File: config.mk
export PLATFORM = sky130hd
export DESIGN_NAME = simsamp_seq
export DESIGN_NICKNAME = d
export VERILOG_FILES = /design/src/rtl/simsamp_pkg.sv /design/src/rtl/simsamp_slot_fsm.sv /design/src/rtl/simsamp_result_file.sv /design/src/rtl/simsamp_seq.sv
export SDC_FILE = /design/constraint.sdc
export NUM_CORES = 1
export LEC_CHECK = 0
export BUFFER_PORTS_ARGS = -buffer_cell sky130_fd_sc_hd__buf_2
export CAP_MARGIN = 20
export CORE_MARGIN = 2
export CORE_UTILIZATION = 48
export DETAILED_ROUTE_END_ITERATION = 10
export GPL_TIMING_DRIVEN = 0
export MAX_ROUTING_LAYER = met4
export PLACE_DENSITY = 0.67
export RECOVER_POWER = 100
export SYNTH_ARGS = -nofsm -noshare
export SYNTH_HDL_FRONTEND = slang
export SYNTH_SLANG_ARGS = --single-unit
File: constraint.sdc
create_clock -name clk -period 5.62 [get_ports clk]
set_input_delay 0.562 -clock clk [delete_from_list [all_inputs] [get_ports clk]]
set_output_delay 0.562 -clock clk [all_outputs]
set_load 0.01 [all_outputs]
File: src/rtl/simsamp_pkg.sv
package simsamp_pkg;
  localparam int CODE_W = 12;
  localparam int RES_W  = 16;

  typedef enum logic [1:0] {
    ST_IDLE = 2'd0,
    ST_ACQ  = 2'd1,
    ST_CONV = 2'd2
  } seq_state_t;

  // Place a converter code at the top of a result word.
  function automatic logic [RES_W-1:0] left_justify(input logic [CODE_W-1:0] code);
    return {code, {(RES_W-CODE_W){1'b0}}};
  endfunction

  // Cycles one slot occupies: acquisition window plus converter latency.
  function automatic int slot_cycles(input int acq_setting, input int conv_lat);
    return acq_setting + 1 + conv_lat;
  endfunction
endpackage

File: src/rtl/simsamp_slot_fsm.sv
module simsamp_slot_fsm
  import simsamp_pkg::*;
#(
  parameter int NUM_SLOTS = 8,
  parameter int CH_W      = 4,
  parameter int ACQ_W     = 4,
  parameter int CONV_LAT  = 13,
  localparam int SEL_W    = $clog2(NUM_SLOTS),
  localparam int PTR_W    = SEL_W + 1
) (
  input  logic                      clk,
  input  logic                      rst,
  input  logic                      trig_en,
  input  logic                      soc,
  input  logic                      ptr_reset,
  input  logic [SEL_W-1:0]          last_slot,
  input  logic [ACQ_W-1:0]          acq_len,
  input  logic [NUM_SLOTS*CH_W-1:0] chan_list,
  output logic                      busy,
  output logic                      done_stat,
  output logic [PTR_W-1:0]          ptr,
  output logic [SEL_W-1:0]          cur_slot,
  output logic                      sample_win,
  output logic [CH_W-1:0]           cur_chan,
  output logic                      cv_start,
  output logic                      cv_done,
  output logic                      run_end
);
  localparam int LAT_W = $clog2(CONV_LAT + 1);
  localparam int CNT_W = (ACQ_W > LAT_W) ? ACQ_W : LAT_W;

  seq_state_t       state;
  logic [CNT_W-1:0] cnt;
  logic             accept;
  logic             at_last;

  assign cur_slot   = ptr[SEL_W-1:0];
  assign at_last    = (cur_slot == last_slot);
  assign accept     = (state == ST_IDLE) && !done_stat && trig_en && soc && !ptr_reset;
  assign busy       = (state != ST_IDLE);
  assign sample_win = (state == ST_ACQ);
  assign cur_chan   = chan_list[cur_slot*CH_W +: CH_W];
  assign cv_start   = (state == ST_CONV) && (cnt == '0);
  assign cv_done    = (state == ST_CONV) && (cnt == CNT_W'(CONV_LAT - 1));
  assign run_end    = cv_done && at_last && !ptr_reset;

  always_ff @(posedge clk) begin
    if (rst || ptr_reset) begin
      state     <= ST_IDLE;
      cnt       <= '0;
      ptr       <= '0;
      done_stat <= 1'b0;
    end else begin
      unique case (state)
        ST_IDLE: begin
          if (accept) begin
            state <= ST_ACQ;
            cnt   <= '0;
          end
        end
        ST_ACQ: begin
          if (cnt == CNT_W'(acq_len)) begin
            state <= ST_CONV;
            cnt   <= '0;
          end else begin
            cnt <= cnt + CNT_W'(1);
          end
        end
        ST_CONV: begin
          if (cv_done) begin
            ptr <= ptr + PTR_W'(1);
            cnt <= '0;
            if (at_last) begin
              state     <= ST_IDLE;
              done_stat <= 1'b1;
            end else begin
              state <= ST_ACQ;
            end
          end else begin
            cnt <= cnt + CNT_W'(1);
          end
        end
        default: state <= ST_IDLE;
      endcase
    end
  end
endmodule

File: src/rtl/simsamp_result_file.sv
module simsamp_result_file
  import simsamp_pkg::*;
#(
  parameter int NUM_SLOTS = 8,
  localparam int SEL_W    = $clog2(NUM_SLOTS),
  localparam int RES_N    = 2 * NUM_SLOTS,
  localparam int IDX_W    = $clog2(RES_N)
) (
  input  logic              clk,
  input  logic              rst,
  input  logic              wr_en,
  input  logic [SEL_W-1:0]  wr_slot,
  input  logic [CODE_W-1:0] code_a,
  input  logic [CODE_W-1:0] code_b,
  input  logic [IDX_W-1:0]  rd_idx,
  output logic [RES_W-1:0]  rd_data
);
  logic [RES_W-1:0] entry [RES_N];

  for (genvar i = 0; i < RES_N; i++) begin : g_entry
    localparam int OWNER = i / 2;
    localparam bit IS_B  = (i % 2) == 1;
    logic [RES_W-1:0] q;
    always_ff @(posedge clk) begin
      if (rst) begin
        q <= '0;
      end else if (wr_en && (wr_slot == SEL_W'(OWNER))) begin
        q <= IS_B ? left_justify(code_b) : left_justify(code_a);
      end
    end
    assign entry[i] = q;
  end

  assign rd_data = entry[rd_idx];
endmodule

File: src/rtl/simsamp_seq.sv
module simsamp_seq
  import simsamp_pkg::*;
#(
  parameter int NUM_SLOTS = 8,
  parameter int CH_W      = 4,
  parameter int ACQ_W     = 4,
  parameter int CONV_LAT  = 13,
  localparam int SEL_W    = $clog2(NUM_SLOTS),
  localparam int PTR_W    = SEL_W + 1,
  localparam int IDX_W    = $clog2(2 * NUM_SLOTS)
) (
  input  logic                      clk,
  input  logic                      rst,
  input  logic                      cfg_trig_en,
  input  logic                      cfg_int_en,
  input  logic [SEL_W-1:0]          cfg_last_slot,
  input  logic [ACQ_W-1:0]          cfg_acq_len,
  input  logic [NUM_SLOTS*CH_W-1:0] cfg_chan_list,
  input  logic                      soc_pulse,
  input  logic                      sw_seq_reset,
  input  logic                      sw_int_clear,
  input  logic [CODE_W-1:0]         adc_code_a,
  input  logic [CODE_W-1:0]         adc_code_b,
  input  logic [IDX_W-1:0]          rd_idx,
  output logic [RES_W-1:0]          rd_data,
  output logic                      sh_sample,
  output logic [CH_W-1:0]           sh_chan,
  output logic                      conv_start,
  output logic                      busy,
  output logic                      seq_done,
  output logic                      irq_flag,
  output logic [PTR_W-1:0]          slot_ptr
);
  logic             conv_done;
  logic             seq_end;
  logic [SEL_W-1:0] cur_slot;

  simsamp_slot_fsm #(
    .NUM_SLOTS(NUM_SLOTS), .CH_W(CH_W), .ACQ_W(ACQ_W), .CONV_LAT(CONV_LAT)
  ) u_fsm (
    .clk(clk), .rst(rst), .trig_en(cfg_trig_en), .soc(soc_pulse),
    .ptr_reset(sw_seq_reset), .last_slot(cfg_last_slot), .acq_len(cfg_acq_len),
    .chan_list(cfg_chan_list), .busy(busy), .done_stat(seq_done), .ptr(slot_ptr),
    .cur_slot(cur_slot), .sample_win(sh_sample), .cur_chan(sh_chan),
    .cv_start(conv_start), .cv_done(conv_done), .run_end(seq_end)
  );

  simsamp_result_file #(.NUM_SLOTS(NUM_SLOTS)) u_res (
    .clk(clk), .rst(rst), .wr_en(conv_done && !sw_seq_reset), .wr_slot(cur_slot),
    .code_a(adc_code_a), .code_b(adc_code_b), .rd_idx(rd_idx), .rd_data(rd_data)
  );

  // A new end-of-run event outranks a clear in the same cycle.
  always_ff @(posedge clk) begin
    if (rst) begin
      irq_flag <= 1'b0;
    end else if (seq_end && cfg_int_en) begin
      irq_flag <= 1'b1;
    end else if (sw_int_clear) begin
      irq_flag <= 1'b0;
    end
  end
endmodule

Word-level counts from Yosys, hierarchy flattened
Index checks and enable logic that the tools add are counted.
- add/sub/neg operators: 2
- order comparisons: 1
- equal/unequal tests: 15
- shifts and indexed selects: 1
- multiplexer cells: 14
- bitwise gates (word level): 1
- reductions and logical operators: 31
- operators by type and width (kind ; number):
    16-bit binary-select mux with 4-bit select ; 1
    16-bit 2-to-1 mux ; 2
    32-bit by 6-bit variable part select with 4-bit output ; 1
    1-bit logical AND ; 18
    3-bit equality test (second input constant) ; 4
    4-bit 2-to-1 mux ; 3
    4-bit case mux with 3 select lines ; 1
    4-bit by 1-bit adder with 4-bit output (second input constant) ; 2
    3-bit by 2-bit equality test with 1-bit output (second input constant) ; 2
    2-bit 2-to-1 mux ; 3
    2-bit case mux with 3 select lines ; 1
    3-bit AND reduction ; 2
    5-bit >= comparator (second input constant) ; 1
    4-bit inverter with 5-bit output ; 1
    4-bit equality test ; 1
    4-bit equality test (second input constant) ; 1
    4-bit zero test ; 1
    2-bit by 1-bit inequality test with 1-bit output (second input constant) ; 2
    2-bit AND reduction ; 2
    2-bit nonzero test ; 2
    3-bit by 1-bit equality test with 1-bit output (second input constant) ; 1
    3-bit equality test ; 1
    3-bit zero test ; 1
    1-bit 2-to-1 mux ; 3
    7 further kinds ; 8
- bits in registers: 204
- input port bits: 74
- output and inout port bits: 29
- logic and storage cells: 86

Logic depth before layout (Yosys ltp)
- word-level depth: 7
- depth in mapped cells: 9
- gate-level depth less buffers: 6

By module
From an unflattened synthesis, not the netlist that was laid out.
- cells, all modules: 1090
- area, all modules: 9461.6 µm²
- by module, submodules not included (module ; times used ; cells an instance ; area each (µm²) ; seq. area each (µm²)):
    simsamp_result_file ; 1 ; 983 ; 8388.0 ; 3843.7
    simsamp_slot_fsm ; 1 ; 102 ; 1028.5 ; 220.2
    simsamp_seq ; 1 ; 5 ; 45.0 ; 20.0

Worst setup path before layout
No wires, ideal clock.
- path kind: input to output
- start: input rd_idx[1]
- end: output rd_data[10]
- data arrival time: 1882 ps
- required time: 5058 ps
- path slack: 3176 ps
- cell stages on the path: 5
- path buffers: 3
- cells stage by stage: buf_6 buf_6 buf_2 mux4_2 mux4_2
- cells in the longest elaborated chain, start to end: 4
- RTL lines (element ; line ; text):
    start: declaration ; simsamp_seq.sv:24 ; input logic [IDX_W-1:0] rd_idx,
    4-bit inverter with 5-bit output (not written as such) ; simsamp_result_file.sv:34 ; assign rd_data = entry[rd_idx];
    16-bit binary-select mux with 4-bit select ; simsamp_result_file.sv:34 ;
    16-bit 2-to-1 mux (not written as such) (2 in a row) ; simsamp_result_file.sv:34 ;
    end: declaration ; simsamp_seq.sv:25 ; output logic [RES_W-1:0] rd_data,
Every way passes these cells. The select of a mux whose other input is x is not followed.

Worst setup path in the final report
- start: input rd_idx[0]
- end: output rd_data[7]
The elaborated chain is that of the path after synthesis.

==> results.cfg <==
[outcome]
status = completed

[global_routing]
grt_util_all_layers = 0.258
grt_max_degree = 13
antenna_found_initial = 0
gr-total-overflow = 0
grt_pass1_vias = 7186
grt_pass1_wl_um = 39800

[cells_and_area]
drive_gt1_frac = 0.189
fillCellCount = 1743
final_area_um2 = 10700
area_growth_pct = 14.7
num_antenna_cells = 0
final_nets = 1171

[clocking]
clock_tree.buffer_depth = 3
clock-root-buffer = clkbuf_16
htreeDepth = 1
numCtsBuffers = 23
cts_resized = 0
clock-sinks = 204
postCtsSetupBuffers = 0
cts.clk_slew.worst_paths_ns = 0.05
holdBufCountCts = 0
clkLatencyLatePin_ns = 0.51
cts_tree = yes

[synth]
ys_seq_elements = 204
avgSynthCellArea_um2 = 9.50
yosysWarnings = 0
synth_enable_flop_cells = 0
synth_cell_types = 38
yosysSeqAreaShare = 0.436
syn_inst = 985
ys_async_sr_fraction = 0
synth-main-ff-cell = dfxtp_1
netlist_area_um2 = 9360

[sta]
skew_ns = 0.0129
setup_ws_ns = 1.71
final-max-slew-violation-count = 0
period_share = 0.696
fmax_ghz = 0.256
tightest_slew_ns = 0.880
final_hold_viol_count = 0
relSlewSlack = 0.414
post-route-min-period_ns = 3.91
setup_viol = 0
rsz0062_at_grt = no
setup_tns_ns = 0

[routing]
vias = 7506
drtAntennaViolNets = 0
drt-met1-wl_um = 11500
drt_iter0_drc = 581
wl_met3_um = 1520
wl_per_cell_um = 18.6
dr_wl_met2_um = 12000
routed_via_density = 5.49
dr.max_layer_used = met4
dr.pass1.iters = 7
wl_um = 25500
drcViolationCount = 0

[worst_setup_path]
crit_fanout = 10
endpoint_kind = output pin
rr_startpoint = u_fsm.state[0]
path_class = in2out
arrival_ns = 3.35
crit_start = rd_idx[0]
start_kind = primary input
worstPathRequired_ns = 5.06

[floorplan]
io_pins = 103
start_util = 0.486
die_w_um = 144
dieArea_um2 = 20600
row_count = 51
core_area_um2 = 19300
die_h_um = 144

[power]
ir_drop_v = 0.000230
p_sw_uw = 689
seqPwrFrac = 0.463
p_per_area_nw_per_um2 = 291
p_leak_nw = 4.37
switching_share = 0.220
p_int_mw = 2.44
pwr-share-clk = 0.487
comb_power_share = 0.051

[placed_design]
placed_area_um2 = 10100
dp_hpwl_um = 18900
gp_congestion = 0.907
place_ws_ns = 2.51
port_buffers = 72

[hold_path]
hold_path.class = in2reg
min_from = cfg_int_en

[job]
maxCapViolCount = 0
## cell type report
type | instances | area [um2] | area share
sequential | 204 | 4080 | 0.380
timing repair buffer | 72 | 334 | 0.0311
multi-input combinational | 673 | 4700 | 0.438
clock inverter | 6 | 83.8 | 0.00781
clock buffer | 35 | 691 | 0.0643
tap | 265 | 332 | 0.0309
buffer | 102 | 475 | 0.0443
inverter | 9 | 33.8 | 0.00315
## synth_stat cells, types with 2 or more instances
cell type / n / share of area
clkbuf_1: 30 / 0.012
buf_6: 3 / 0.0036
inv_1: 8 / 0.0032
and4_1: 4 / 0.0037
nand2_1: 260 / 0.10
and3_1: 3 / 0.0020
nor3_1: 2 / 0.0011
a21boi_0: 2 / 0.0016
nand3_1: 6 / 0.0032
xor2_1: 8 / 0.0075
nand2b_1: 3 / 0.0020
mux4_2: 68 / 0.16
buf_2: 61 / 0.033
buf_4: 7 / 0.0056
o21a_1: 2 / 0.0016
nor2_1: 79 / 0.032
dfxtp_1: 204 / 0.44
a21boi_1: 2 / 0.0016
nand4_1: 6 / 0.0040
a21oi_1: 124 / 0.066
nand4_4: 3 / 0.0068
ha_1: 12 / 0.016
mux2i_1: 73 / 0.078
## placed cells by master, fill, tap and decap left out, drive strengths merged, types with 2 or more instances in the layout
cell    Yosys  routed
nand2     260     260
dfxtp     204     204
a21oi     124     124
clkbuf     30     106
buf        72     103
nor2       79      79
mux2i      73      73
mux4       68      68
ha         12      12
inv         9      10
nand4       9       9
xor2        8       8
nand3       6       6
and4        4       4
a21boi      4       4
conb        1       4
and3        3       3
nand2b      3       3
clkinv      0       3
nor3        2       2
o21a        2       2
bufinv      0       2
## metrics by stage
stage / total power, mW / std cells / hold WS (ns) / util
after floorplan: 1.57 / 988 / 0.433 / -
after detailed placement: 1.64 / 1325 / 0.445 / 0.522
after CTS: 3.14 / 1366 / 0.333 / 0.562
after global placement: 1.64 / 1325 / 0.438 / 0.522
final: 3.13 / 1366 / 0.339 / 0.557
after global routing: 3.21 / 1366 / 0.366 / 0.557
## critical path, cell delays in order
cell and delay [ns]:
clkbuf_1 0.22, clkbuf_1 0.70, clkbuf_1 0.70, mux4_2 0.47, mux4_2 0.53, clkbuf_1 0.16
## state kept, by name (all words and copies together) (netlist names)
signal / count
irq_flag: 1
u_fsm.state: 2
u_fsm.ptr: 4
u_res.g_entry.q: 192
u_fsm.done_stat: 1
u_fsm.cnt: 4
## worst paths after layout
kind,to,slack [ns],cells after the start
min,irq_flag,0.34,3
min reg2reg,u_res.g_entry[1].q[8],0.45,2
max,rd_data[7],1.71,6
max reg2reg,u_res.g_entry[0].q[12],2.74,9
## routing by layer
| layer | global-route usage | vias to the layer above |
|---|---|---|
| li1 | - | 3560 |
| met1 | 0.354 | 3659 |
| met2 | 0.405 | 256 |
| met3 | 0.0397 | 31 |
| met4 | 0.0660 | 0 |
| met5 | - | - |
## power groups by stage
| stage | logic, mW | registers [mW] | clock network [mW] |
|---|---|---|---|
| after floorplan | 0.0958 | 1.48 | 0 |
| final | 0.158 | 1.45 | 1.52 |
| after global placement | 0.158 | 1.48 | 0 |
| after global routing | 0.169 | 1.45 | 1.59 |
| after CTS | 0.159 | 1.45 | 1.53 |
| after detailed placement | 0.158 | 1.48 | 0 |
## cells by family after synthesis
family / count (synthesis) / synth area share
flip-flops: 204 / 0.436
adder cells (fa/ha/maj): 12 / 0.0160
other: 1 / 0.000401
AND/OR/NAND/NOR: 371 / 0.163
XOR/XNOR: 8 / 0.00748
multiplexers: 141 / 0.242
buffers and inverters: 111 / 0.0579
AO/OA/AOI/OAI: 137 / 0.0773
No activity file was read; power rests on OpenSTA's default activity.
